--- src/rtl/scan_pkg.sv ---
package scan_pkg;

    localparam int          BYTE_W   = 8;
    localparam logic [7:0]  WILDCARD = 8'hFF;

    typedef enum logic [1:0] {
        MODE_EQ = 2'd0,
        MODE_LE = 2'd1,
        MODE_GE = 2'd2
    } scan_mode_e;

    typedef enum logic [1:0] {
        END_NONE  = 2'd0,
        END_HIT   = 2'd1,
        END_NOSAT = 2'd2,
        END_ABORT = 2'd3
    } scan_end_e;

    typedef struct packed {
        logic pass;
        logic exact;
    } pair_verdict_t;

    typedef struct packed {
        logic hit;
        logic nosat;
        logic abort;
    } scan_flags_t;

    function automatic scan_mode_e mode_from_code(input logic [4:0] code);
        if (!code[3])     return MODE_EQ;
        else if (code[2]) return MODE_GE;
        else              return MODE_LE;
    endfunction

    function automatic pair_verdict_t judge_pair(input scan_mode_e mode,
                                                 input logic [7:0] d,
                                                 input logic [7:0] h);
        pair_verdict_t v;
        logic wild;
        wild    = (d == WILDCARD) || (h == WILDCARD);
        v.exact = wild || (d == h);
        case (mode)
            MODE_LE: v.pass = wild || (d <= h);
            MODE_GE: v.pass = wild || (d >= h);
            default: v.pass = v.exact;
        endcase
        return v;
    endfunction

endpackage

--- src/rtl/scan_pair_judge.sv ---
module scan_pair_judge
    import scan_pkg::*;
(
    input  scan_mode_e     mode,
    input  logic [7:0]     disk_byte,
    input  logic [7:0]     host_byte,
    output pair_verdict_t  verdict
);
    always_comb verdict = judge_pair(mode, disk_byte, host_byte);
endmodule

--- src/rtl/scan_sector_acc.sv ---
module scan_sector_acc
    import scan_pkg::*;
#(
    parameter int SECTOR_BYTES = 8
) (
    input  logic          clk,
    input  logic          rst,
    input  logic          clear,
    input  logic          take,
    input  pair_verdict_t verdict,
    output logic          sect_last,
    output logic          sect_pass,
    output logic          sect_exact
);
    localparam int CNT_W = (SECTOR_BYTES > 1) ? $clog2(SECTOR_BYTES) : 1;
    localparam logic [CNT_W-1:0] LAST_IDX = CNT_W'(SECTOR_BYTES - 1);

    logic [CNT_W-1:0] cnt_q;
    logic             pass_q;
    logic             exact_q;

    assign sect_last  = (cnt_q == LAST_IDX);
    assign sect_pass  = pass_q  & verdict.pass;
    assign sect_exact = exact_q & verdict.exact;

    always_ff @(posedge clk) begin
        if (rst || clear) begin
            cnt_q   <= '0;
            pass_q  <= 1'b1;
            exact_q <= 1'b1;
        end else if (take) begin
            if (sect_last) begin
                cnt_q   <= '0;
                pass_q  <= 1'b1;
                exact_q <= 1'b1;
            end else begin
                cnt_q   <= cnt_q + CNT_W'(1);
                pass_q  <= sect_pass;
                exact_q <= sect_exact;
            end
        end
    end
endmodule

--- src/rtl/scan_sector_step.sv ---
module scan_sector_step #(
    parameter int SECT_W = 8
) (
    input  logic              clk,
    input  logic              rst,
    input  logic              load,
    input  logic [SECT_W-1:0] first_sector,
    input  logic [SECT_W-1:0] eot_sector,
    input  logic              stride_two,
    input  logic              advance,
    output logic [SECT_W-1:0] cur_sector,
    output logic              track_end
);
    localparam int EXT_W = SECT_W + 1;

    logic [SECT_W-1:0] cur_q;
    logic [SECT_W-1:0] eot_q;
    logic              two_q;
    logic [EXT_W-1:0]  next_ext;

    assign next_ext   = {1'b0, cur_q} + (two_q ? EXT_W'(2) : EXT_W'(1));
    assign track_end  = next_ext > {1'b0, eot_q};
    assign cur_sector = cur_q;

    always_ff @(posedge clk) begin
        if (rst) begin
            cur_q <= '0;
            eot_q <= '0;
            two_q <= 1'b0;
        end else if (load) begin
            cur_q <= first_sector;
            eot_q <= eot_sector;
            two_q <= stride_two;
        end else if (advance) begin
            cur_q <= next_ext[SECT_W-1:0];
        end
    end
endmodule

--- src/rtl/sector_scan_cmp.sv ---
module sector_scan_cmp
    import scan_pkg::*;
#(
    parameter int SECT_W       = 8,
    parameter int SECTOR_BYTES = 8
) (
    input  logic              clk,
    input  logic              rst,
    input  logic              start_i,
    input  logic [4:0]        cmd_code_i,
    input  logic [SECT_W-1:0] first_sector_i,
    input  logic [SECT_W-1:0] eot_sector_i,
    input  logic              stride_two_i,
    input  logic              disk_vld_i,
    input  logic [7:0]        disk_byte_i,
    input  logic              host_vld_i,
    input  logic [7:0]        host_byte_i,
    input  logic              tc_i,
    input  logic              index_i,
    output logic              busy_o,
    output logic              done_o,
    output logic              scan_hit_o,
    output logic              scan_nosat_o,
    output logic              abort_o,
    output logic [SECT_W-1:0] sector_o
);
    logic          busy_q;
    logic          done_q;
    scan_flags_t   flags_q;
    scan_mode_e    mode_q;
    pair_verdict_t verdict;
    logic          accept_start;
    logic          pair_take;
    logic          sect_last;
    logic          sect_pass;
    logic          sect_exact;
    logic          track_end;
    logic          advance;
    scan_end_e     end_kind;

    assign accept_start = start_i & ~busy_q;
    assign pair_take    = busy_q & disk_vld_i & host_vld_i & ~index_i;

    scan_pair_judge u_judge (
        .mode      (mode_q),
        .disk_byte (disk_byte_i),
        .host_byte (host_byte_i),
        .verdict   (verdict)
    );

    scan_sector_acc #(.SECTOR_BYTES(SECTOR_BYTES)) u_acc (
        .clk        (clk),
        .rst        (rst),
        .clear      (accept_start),
        .take       (pair_take),
        .verdict    (verdict),
        .sect_last  (sect_last),
        .sect_pass  (sect_pass),
        .sect_exact (sect_exact)
    );

    scan_sector_step #(.SECT_W(SECT_W)) u_step (
        .clk          (clk),
        .rst          (rst),
        .load         (accept_start),
        .first_sector (first_sector_i),
        .eot_sector   (eot_sector_i),
        .stride_two   (stride_two_i),
        .advance      (advance),
        .cur_sector   (sector_o),
        .track_end    (track_end)
    );

    // Priority: index pulse, then the pair (with terminal count after it), then bare terminal count.
    always_comb begin
        end_kind = END_NONE;
        advance  = 1'b0;
        if (busy_q) begin
            if (index_i) begin
                end_kind = END_ABORT;
            end else if (pair_take) begin
                if (sect_last) begin
                    if (sect_pass)                end_kind = END_HIT;
                    else if (tc_i || track_end)   end_kind = END_NOSAT;
                    else                          advance  = 1'b1;
                end else if (tc_i) begin
                    end_kind = END_NOSAT;
                end
            end else if (tc_i) begin
                end_kind = END_NOSAT;
            end
        end
    end

    always_ff @(posedge clk) begin
        if (rst) begin
            busy_q  <= 1'b0;
            done_q  <= 1'b0;
            flags_q <= '0;
            mode_q  <= MODE_EQ;
        end else begin
            done_q <= (end_kind != END_NONE);
            if (accept_start) begin
                busy_q  <= 1'b1;
                flags_q <= '0;
                mode_q  <= mode_from_code(cmd_code_i);
            end else if (end_kind != END_NONE) begin
                busy_q <= 1'b0;
                case (end_kind)
                    END_HIT:   flags_q <= '{hit: sect_exact, nosat: 1'b0, abort: 1'b0};
                    END_NOSAT: flags_q <= '{hit: 1'b0, nosat: 1'b1, abort: 1'b0};
                    default:   flags_q <= '{hit: 1'b0, nosat: 1'b0, abort: 1'b1};
                endcase
            end
        end
    end

    assign busy_o       = busy_q;
    assign done_o       = done_q;
    assign scan_hit_o   = flags_q.hit;
    assign scan_nosat_o = flags_q.nosat;
    assign abort_o      = flags_q.abort;
endmodule

--- config.mk ---
export PLATFORM = sky130hd
export DESIGN_NAME = sector_scan_cmp
export DESIGN_NICKNAME = d
export VERILOG_FILES = /design/src/rtl/scan_pkg.sv /design/src/rtl/scan_pair_judge.sv /design/src/rtl/scan_sector_acc.sv /design/src/rtl/scan_sector_step.sv /design/src/rtl/sector_scan_cmp.sv
export SDC_FILE = /design/constraint.sdc
export NUM_CORES = 1
export LEC_CHECK = 0
export BUFFER_PORTS_ARGS = -buffer_cell sky130_fd_sc_hd__buf_2
export CAP_MARGIN = 20
export CORE_MARGIN = 8
export CORE_UTILIZATION = 52
export DETAILED_ROUTE_END_ITERATION = 12
export PLACE_DENSITY = 0.79
export SLEW_MARGIN = 25
export SYNTH_ARGS = -nofsm -noshare
export SYNTH_HDL_FRONTEND = slang
export SYNTH_SLANG_ARGS = --single-unit
--- constraint.sdc ---
create_clock -name clk -period 4.6 [get_ports clk]
set_clock_uncertainty 0.05 [all_clocks]
set_input_delay 0.92 -clock clk [delete_from_list [all_inputs] [get_ports clk]]
set_output_delay 0.92 -clock clk [all_outputs]
set_load 0.01 [all_outputs]
==> results_dict.tcl <==
set metrics [dict create \
    pin_count_of_the_biggest_net_entering_global_routing 32 \
    synthArstFlopShare_pct 0 \
    final_slew_viol_count 0 \
    globalRouteOverflowTotal 0 \
    timing_worst_setup_path_type "reg2reg" \
    critical_path_required_ns 4.72 \
    layout_worst_path_cycle_share_pct 84.6 \
    min_period_ns 3.89 \
    rsz_0062_raised_after_global_routing "false" \
    antenna_found_initial 0 \
    post_synth_mux_area_share_pct 2.44 \
    hold_buffers 0 \
    area_added_between_synthesis_and_finish_pct 18.0 \
    effective_utilization_at_floorplan_pct 52.9 \
    post_synth_and_or_nand_nor_area_fraction_pct 27.4 \
    max-vdd-ir-drop_mv 0.161 \
    chipHeight_um 78.8 \
    grt_first_pass_wirelength_mm 8.67 \
    max_capacitance_violation_total 0 \
    placed_area_mm2 0.00234 \
    critical_path.reg2reg.endpoint "scan_nosat_o$_SDFFE_PP0P_" \
    hold_depth 2 \
    worst_path_max_delay_cell "sky130_fd_sc_hd__o311ai_0" \
    worst_setup_path_start_kind "flip-flop" \
    commonest_non_fill_non_tap_cells_in_the_layout "54 x sky130_fd_sc_hd__buf_2, 39 x sky130_fd_sc_hd__nand2_1, 29 x sky130_fd_sc_hd__dfxtp_1" \
    worstSkewPairLatency_ns 0.28 \
    ys_ff_latch 29 \
    grtUsageTotal_pct 17.0 \
    synth_sequential_area_ratio_pct 28.3 \
    critical_path.endpoint_type "flip-flop" \
    clock_sink_count 29 \
    ant_nets 0 \
    xor_and_xnor_area_share_after_synthesis_pct 2.99 \
    num-nets-final 384 \
    drt_iter0_markers 97 \
    drive_above_1_share_pct 20.1 \
    status "finished, final reports clean" \
    synth_top_cells_by_area "sky130_fd_sc_hd__dfxtp_1 28%, sky130_fd_sc_hd__ha_1 15%, sky130_fd_sc_hd__nand2_1 7.1%" \
    fmax_mhz 257 \
    ys_types 46 \
    cts-root-buf "sky130_fd_sc_hd__clkbuf_8" \
    synth.cell_area_mm2 0.00205 \
    worst-slew-pin-transition_ns 1.04 \
    critical_path.startpoint "u_step.two_q$_SDFFE_PP0P_" \
    critPathMaxFanout 6 \
    grt_pass1_vias 1954 \
    synth_edf_count 0 \
    regToRegSetupSlack_ns 0.71 \
    clockBufferDepth 2 \
    cts_tree "yes" \
    core_area_mm2 0.00388 \
    core.rowCount 23 \
    floorplan.io_pins 58 \
    hold_path.startpoint "u_step.eot_q[5]$_SDFFE_PP0P_" \
    design.die.area_mm2 0.00621 \
    globalplace.congestion 0.803 \
    critPathArrivalTime_ns 4.01 \
    min_path_type "reg2reg" \
    syn_avg_cell_area_um2 7.78 \
    synthDominantCellAreaShare_pct 28.3 \
    layout.cells.most_common "sky130_fd_sc_hd__buf_2" \
    ys_dominant_reg_cell "sky130_fd_sc_hd__dfxtp_1" \
    crit-reg2reg-launch "u_step.two_q$_SDFFE_PP0P_" \
    detailedPlacementHpwl_mm 3.85 \
    r2r.worst_path.cells 16 \
    chip_width_um 78.8 \
    largest_stage_delay_on_the_critical_path_ns 0.46 \
    routed_wirelength_mm 5.11 \
    clk_transition_reported_paths_ns 0.06 \
    synth_top_area_cell "sky130_fd_sc_hd__dfxtp_1" \
    route.detailed.wl_per_inst_um 14.0 \
    postCtsSetupRepairBufs 0 \
    antennaDiodeCount 0 \
    synth_adder_area_share_pct 15.6 \
    cts_inserted_buffers 5 \
    hold-path-endpoint "u_step.eot_q[5]$_SDFFE_PP0P_" \
    power_per_cell_area_mw_per_mm2 271 \
    via_count 2039 \
    synth_nets 334 \
    main_combinational_cell_family_by_area_after_synthesis "simple AND/OR/NAND/NOR gates" \
    final_cell_area_mm2 0.00242 \
    yosys_warnings 0 \
    cts-htree-levels 2 \
    crit_chain "inv_1, ha_1, fa_1, and4_1, nand2_1, xnor2_1, ha_1, nand4_1, a21oi_1, o41a_1, nor2_1, nor2_1, o311ai_0, ha_1, mux2i_1, nor2_1" \
    synthesis.instances 264 \
    drt_pre_antenna_iters 4 \
    route.detailed.vias_per_inst 5.60 \
    setup-violations-final 0 \
    synth_compound_area_share_pct 16.1 \
    count_of_buffers_from_port_buffering 54 \
    max_slew_margin_pct 30.7 \
    power_leakage_nw 1.17 \
    remaining_drc_errors 0 \
    hold_vio_cnt_final 0 \
    fin_tns_setup_ns 0 \
    post_cts_resized 0 \
]
-- area by class of cell --
type                            count  area [um^2]
Fill cell                         390         1460
Multi-Input combinational cell    199         1330
Sequential cell                    29          581
Timing Repair Buffer               55          278
Inverter                           24         90.1
Clock buffer                        7         86.3
Tap cell                           50         62.6
-- sequential cells by signal, indices dropped and copies added, names as in the netlist --
name and cells:
abort_o 1, scan_nosat_o 1, u_step.eot_q 8, u_step.cur_sector 8, u_step.two_q 1, busy_o 1
u_acc.cnt_q 3, scan_hit_o 1, mode_q 2, u_acc.exact_q 1, u_acc.pass_q 1, done_o 1
-- cells by family (layout without fill, tap and decap cells) --
logic type	Yosys count	count (layout)
simple gates	113	113
flops	29	29
fa+ha+maj	25	25
buf+inv	36	86
xor+xnor	7	7
mux	5	5
compound gates	49	49
-- layer usage --
metal  share of wire [%]  track usage [%]  vias up  routed length [um]
met5                   0                0        -                   0
met4                 1.6             6.85        0                  82
met3                 6.1             5.53        9                 312
met2                  50             30.0       69                2580
met1                  42             18.4      930                2140
li1                    -                -     1031                   -
-- worst max-delay path: cells and delay by family (launching register included) --
family                   cells  cell delay (ns)
XOR/XNOR                     1             0.15
AO/OA/AOI/OAI                3             0.93
adder cells (fa/ha/maj)      4             1.31
flip-flops                   1             0.40
AND/OR/NAND/NOR              6             0.67
buffers and inverters        1             0.06
multiplexers                 1             0.21
-- per-stage QoR --
| stage | utilization [%] | cells | hold slack [ns] | setup WS (ns) | power [mW] |
|---|---|---|---|---|---|
| detailed placement | 60.1 | 357 | 0.399 | 0.682 | 0.446 |
| global placement | 60.1 | 357 | 0.394 | 0.801 | 0.441 |
| global route | 62.4 | 364 | 0.431 | 0.363 | 0.699 |
| floorplan | - | 264 | 0.382 | 1.12 | 0.391 |
| finish | 62.4 | 364 | 0.405 | 0.707 | 0.657 |
| CTS | 62.4 | 364 | 0.408 | 0.667 | 0.662 |
-- where the power goes --
group	switching (mW)	internal (mW)
combinational	0.0910	0.0713
sequential	0.0136	0.265
clock	0.0973	0.118
-- cells in the mapped netlist (all sizes together), types with 3 or more instances --
master	n
inv	24
nand3	10
xor2	4
o21ai	4
xnor2	3
a32oi	5
a211oi	5
and3	5
ha	24
nor2	24
nand4	6
dfxtp	29
nor3	5
or4	3
a21oi	21
nand2b	5
nand2	39
clkbuf	10
or2	3
mux2i	5
-- worst max path at each step --
stage / slack, ns / end
finish: 0.71 / scan_nosat_o$_SDFFE_PP0P_
global route: 0.36 / abort_o$_SDFFE_PP0P_
CTS: 0.67 / abort_o$_SDFFE_PP0P_
detailed placement: 0.68 / scan_nosat_o$_SDFFE_PP0P_
global placement: 0.80 / abort_o$_SDFFE_PP0P_
floorplan: 1.12 / abort_o$_SDFFE_PP0P_
Power figures use the tool's default switching activity.
